**src/rtl/plr_pkg.sv**
```systemverilog
package plr_pkg;

    typedef enum logic [1:0] {
        MODE_X16 = 2'b00,
        MODE_X8  = 2'b01,
        MODE_X4  = 2'b10,
        MODE_BAD = 2'b11
    } width_mode_e;

    // Core slot that receives serial word k of an n-word column.
    // The low bits of k are bit-reversed and doubled. The lower half of the
    // serial order counts down from the top slot; the upper half counts up
    // from slot zero.
    function automatic int slot_of(input int k, input int n);
        int lb;
        int low;
        int rev;
        lb  = $clog2(n) - 1;
        low = k % (n / 2);
        rev = 0;
        for (int i = 0; i < lb; i++) begin
            if (((low >> i) & 1) != 0) begin
                rev = rev | (1 << (lb - 1 - i));
            end
        end
        if (k >= n / 2) begin
            return 2 * rev;
        end
        return n - 1 - 2 * rev;
    endfunction

endpackage

```
**src/rtl/plr_shift_reg.sv**
```systemverilog
module plr_shift_reg #(
    parameter int COL_W  = 256,
    parameter int BYTE_W = 8
) (
    input  logic              clk,
    input  logic              rst_n,
    input  logic              clr,
    input  logic              ld_vld,
    input  logic [BYTE_W-1:0] ld_byte,
    output logic [COL_W-1:0]  col,
    output logic              full
);
    localparam int NBYTES = COL_W / BYTE_W;
    localparam int CNT_W  = $clog2(NBYTES);
    localparam logic [CNT_W-1:0] LAST = CNT_W'(NBYTES - 1);

    typedef struct packed {
        logic [COL_W-1:0] col;
        logic [CNT_W-1:0] cnt;
        logic             full;
    } sh_state_t;

    sh_state_t st_d, st_q;

    always_comb begin
        st_d = st_q;
        if (clr) begin
            st_d.col  = '0;
            st_d.cnt  = '0;
            st_d.full = 1'b0;
        end else if (ld_vld) begin
            st_d.col = {st_q.col[COL_W-BYTE_W-1:0], ld_byte};
            if (st_q.cnt == LAST) begin
                st_d.cnt  = '0;
                st_d.full = 1'b1;
            end else begin
                st_d.cnt = st_q.cnt + 1'b1;
            end
        end
    end

    always_ff @(posedge clk or negedge rst_n) begin
        if (!rst_n) begin
            st_q <= '0;
        end else begin
            st_q <= st_d;
        end
    end

    assign col  = st_q.col;
    assign full = st_q.full;

endmodule

```
**src/rtl/plr_scramble.sv**
```systemverilog
module plr_scramble #(
    parameter int WORD_W = 16,
    parameter int NWORDS = 16
) (
    input  logic [WORD_W*NWORDS-1:0] serial_col,
    output logic [WORD_W*NWORDS-1:0] slot_col
);
    localparam int COL_W = WORD_W * NWORDS;

    for (genvar k = 0; k < NWORDS; k++) begin : g_word
        localparam int SLOT = plr_pkg::slot_of(k, NWORDS);
        assign slot_col[SLOT*WORD_W +: WORD_W] =
            serial_col[COL_W-1-k*WORD_W -: WORD_W];
    end

endmodule

```
**src/rtl/plr_sc_mask.sv**
```systemverilog
module plr_sc_mask #(
    parameter int NWORDS = 16
) (
    input  plr_pkg::width_mode_e mode,
    input  logic [1:0]           sel,
    output logic [NWORDS-1:0]    mask
);
    import plr_pkg::*;

    localparam int QUARTER = NWORDS / 4;

    for (genvar w = 0; w < NWORDS; w++) begin : g_slot
        localparam logic [1:0] QTR = 2'(w / QUARTER);
        assign mask[w] = (mode == MODE_X16)
                       | ((mode == MODE_X8) && (sel[1] == QTR[1]))
                       | ((mode == MODE_X4) && (sel == QTR));
    end

endmodule

```
**src/rtl/plr_column_reg.sv**
```systemverilog
module plr_column_reg #(
    parameter int WORD_W = 16,
    parameter int NWORDS = 16,
    parameter int BYTE_W = 8
) (
    input  logic                     clk,
    input  logic                     rst_n,
    input  logic                     clr,
    input  logic                     ld_vld,
    input  logic [BYTE_W-1:0]        ld_byte,
    input  logic [1:0]               wmode,
    input  logic                     wr_vld,
    input  logic [1:0]               wr_sel,
    output logic [NWORDS-1:0]        core_we,
    output logic [WORD_W*NWORDS-1:0] core_wdata,
    output logic                     col_full,
    output logic                     early_wr
);
    import plr_pkg::*;

    localparam int COL_W = WORD_W * NWORDS;

    typedef struct packed {
        logic [NWORDS-1:0] we;
        logic [COL_W-1:0]  data;
        logic              warn;
    } out_state_t;

    out_state_t        os_d, os_q;
    logic [COL_W-1:0]  serial_col;
    logic [COL_W-1:0]  slot_col;
    logic [NWORDS-1:0] sc_mask;
    logic              full;

    plr_shift_reg #(.COL_W(COL_W), .BYTE_W(BYTE_W)) u_shift (
        .clk     (clk),
        .rst_n   (rst_n),
        .clr     (clr),
        .ld_vld  (ld_vld),
        .ld_byte (ld_byte),
        .col     (serial_col),
        .full    (full)
    );

    plr_scramble #(.WORD_W(WORD_W), .NWORDS(NWORDS)) u_scr (
        .serial_col (serial_col),
        .slot_col   (slot_col)
    );

    plr_sc_mask #(.NWORDS(NWORDS)) u_mask (
        .mode (width_mode_e'(wmode)),
        .sel  (wr_sel),
        .mask (sc_mask)
    );

    always_comb begin
        os_d    = os_q;
        os_d.we = '0;
        if (wr_vld) begin
            os_d.we   = sc_mask;
            os_d.data = slot_col;
        end
        if (clr) begin
            os_d.warn = 1'b0;
        end else if (wr_vld && !full) begin
            os_d.warn = 1'b1;
        end
    end

    always_ff @(posedge clk or negedge rst_n) begin
        if (!rst_n) begin
            os_q <= '0;
        end else begin
            os_q <= os_d;
        end
    end

    assign core_we    = os_q.we;
    assign core_wdata = os_q.data;
    assign col_full   = full;
    assign early_wr   = os_q.warn;

endmodule

```
**config.mk**
```make
export PLATFORM = sky130hd
export DESIGN_NAME = plr_column_reg
export DESIGN_NICKNAME = d
export VERILOG_FILES = /design/src/rtl/plr_pkg.sv /design/src/rtl/plr_shift_reg.sv /design/src/rtl/plr_scramble.sv /design/src/rtl/plr_sc_mask.sv /design/src/rtl/plr_column_reg.sv
export SDC_FILE = /design/constraint.sdc
export NUM_CORES = 1
export LEC_CHECK = 0
export BUFFER_PORTS_ARGS = -buffer_cell sky130_fd_sc_hd__buf_4
export CAP_MARGIN = 10
export CELL_PAD_IN_SITES_DETAIL_PLACEMENT = 1
export CELL_PAD_IN_SITES_GLOBAL_PLACEMENT = 1
export CORE_MARGIN = 10
export CORE_UTILIZATION = 40
export CTS_CLUSTER_DIAMETER = 60
export CTS_CLUSTER_SIZE = 14
export DETAILED_ROUTE_END_ITERATION = 10
export GPL_ROUTABILITY_DRIVEN = 0
export PLACE_DENSITY_LB_ADDON = 0.1
export RECOVER_POWER = 25
export SYNTH_ARGS = -nofsm -noshare
export SYNTH_HDL_FRONTEND = slang
export SYNTH_SLANG_ARGS = --single-unit
```
**constraint.sdc**
```tcl
create_clock -name clk -period 2.1 [get_ports clk]
set_input_delay 0.42 -clock clk [delete_from_list [all_inputs] [get_ports clk]]
set_output_delay 0.42 -clock clk [all_outputs]
set_load 0.05 [all_outputs]
```
==> results.toml <==
[final_layout]
finalNonFillerCells = 2437
drive_gt1_share_pct = 35.9
num-fill-cells = 5218
diodes = 0
nets = 1752
final_cell_mix = "523 x dfrtp_1, 313 x buf_4, 264 x nor2_1"
area_growth_pct = 20.0
final_common_cell = "dfrtp_1"

[timing]
relSlewSlack_pct = 18.0
min_period_ps = 1800
worstMarginPinSlew_ps = 1230
fmax_mhz = 556
rsz0062_at_grt = "no"
tns_ps = 0
finalCritPeriodShare_pct = 85.6
final_hold_viol_count = 0
slew_viol_final = 0
skew_ps = 11.4
setup_viol = 0

[critical_path]
ff2ff_setup_slack_ps = 460
worstSetupEndpointType = "register"
regToRegStartpoint = "u_shift.st_q[1]"
crit_required_ps = 2560
cp-start-kind = "input pin"
path_max_fanout = 29
path_cells = "clkbuf_2, clkbuf_1, mux2_2"
slowest_stage = "clkbuf_1"
ff2ff_path_depth = 6
cp_top_family = "buffers and inverters"
reg2reg_to = "u_shift.st_q[4]"
crit_type = "input pin to register"
max_stage_delay_ps = 720
path_buf_inv = 2
worstPathArrival_ps = 2260

[clocking]
post_cts_resize_count = 0
cts_buffers = 46
clk_path_buf_depth = 3
cts.sinks = 523
path_clk_slew_ps = 60
cts_tree = "yes"
clock_latency_ps = 580
htree_num_levels = 2
cts_root_buf = "clkbuf_16"

[grt]
grt_pass1_vias = 13500
overflow = 0
track_usage_pct = 17.3
grt_pass1_wl_mm = 86.1
grt_max_degree = 91
antenna_found_initial = 0

[synthesis]
synth_cells = 1429
synth_area_um2 = 21200
yosysUniqueCellTypes = 22
async_reset_ff_share_pct = 100
synthFlopType = "dfrtp_1"
synth-edff-count = 0
yosys_warnings = 0
syn_nets = 1448
synth_seq_area_share_pct = 61.6
syn_avg_cell_area_um2 = 14.9
ys_ff_latch = 523

[die]
die_x_um = 250
fp.dieArea_um2 = 62700
io_pins = 291
num_rows = 84
start_util_pct = 40.4
core_area_um2 = 52600
die_y_um = 250

[job]
maxCapViolCount = 0

[power_and_ir_drop]
ir_drop_uv = 500
cellLeakagePower_nw = 13.7
power_density_nw_per_um2 = 773
power.total_mw = 19.7

[routing]
via_per_inst = 4.94
wirelength_mm = 54.4
drc = 0
wl_per_cell_um = 22.3
drtIter0Drc = 483
dr.pass1.iters = 4
postRouteAntennaNets = 0
vias = 12000

[worst_hold_path]
hold_path_startpoint = "ld_byte[4]"
min_path_cells = 3
worstHoldPathType = "input pin to register"
min_to = "u_shift.col[4]"

[run_status]
status = "complete, no violations"

[placed_design]
post-dp-hpwl_mm = 38.4
place_inst = 2372
port_buffers = 290
-- cells by family after synthesis --
family	after synthesis	share of synthesized area (%)
AOI/OAI and AO/OA	13	0.365
adders and majority gates	2	0.118
buffers and inverters	101	3.91
DFF	523	61.6
muxes	515	29.0
and+or+nand+nor	275	4.98
-- report_power, final --
group / internal, mW / total (mW) / switching, mW
Clock: 4.62 / 8.28 / 3.67
Sequential: 10.1 / 10.2 / 0.0454
Combinational: 0.437 / 1.24 / 0.807
-- repair_timing --
action	in CTS	in global routing
endpoints found under the hold margin	29	0
buffers inserted	0	0
hold buffers	1	0
-- state kept, by name (all words and copies together), names as in the netlist --
name / cells
u_shift.col: 256
core_wdata: 256
u_shift.st_q: 5
core_we: 4
early_wr: 1
u_shift.full: 1
-- tightest hold or removal path: stages --
cell and delay [ps]:
buf_4 70, mux2i_1 50, nor2_1 70
-- worst max-delay path by stage --
stage | depth (start not counted) | to | start
detailed placement | 6 | u_shift.st_q[4] | u_shift.st_q[1]
global route | 3 | core_wdata[245] | wr_vld
finish | 3 | core_wdata[245] | wr_vld
global placement | 4 | core_wdata[44] | wr_vld
CTS | 1 | core_wdata[88] | core_wdata[88]
floorplan | 6 | u_shift.st_q[4] | u_shift.st_q[1]
-- per-layer routing --
| layer | GRT usage [%] | vias to the layer above | wire [um] | share of wire, % |
|---|---|---|---|---|
| li1 | - | 5440 | - | - |
| met1 | 21.9 | 6360 | 23200 | 43 |
| met2 | 29.1 | 192 | 27400 | 50 |
| met3 | 4.31 | 57 | 2890 | 5.3 |
| met4 | 4.44 | 0 | 1010 | 1.9 |
| met5 | 0 | - | 0 | 0 |
-- Yosys cell counts, types with 5 or more instances --
master,number,area share [%]
dfrtp_1,523,62
nor2_1,264,4.7
mux2i_1,259,12
mux2_4,185,13
mux2_2,71,3.8
buf_6,51,2.7
clkbuf_1,20,0.35
buf_2,16,0.38
buf_4,13,0.46
a21oi_1,7,0.16
o21a_1,5,0.18
-- through the flow --
step | hold slack [ps] | cell area, um2 | setup slack (ps) | util (%)
global route | 86.2 | 25500 | 184 | 48.5
finish | 86.4 | 25500 | 302 | 48.5
floorplan | 124 | 21200 | 646 | -
CTS | 47.4 | 25800 | 360 | 49.0
detailed placement | 371 | 24400 | 481 | 46.3
global placement | 364 | 24400 | 510 | 46.3
-- layout make-up --
class | instances | area (um2) | area share (%)
clock buffer | 52 | 1220 | 4.80
timing repair buffer | 356 | 2970 | 11.6
multi-input combinational | 805 | 7180 | 28.2
tap | 688 | 861 | 3.38
inverter | 1 | 3.75 | 0.0147
sequential | 523 | 13100 | 51.3
clock inverter | 12 | 171 | 0.672
Power figures use the tool's default switching activity.
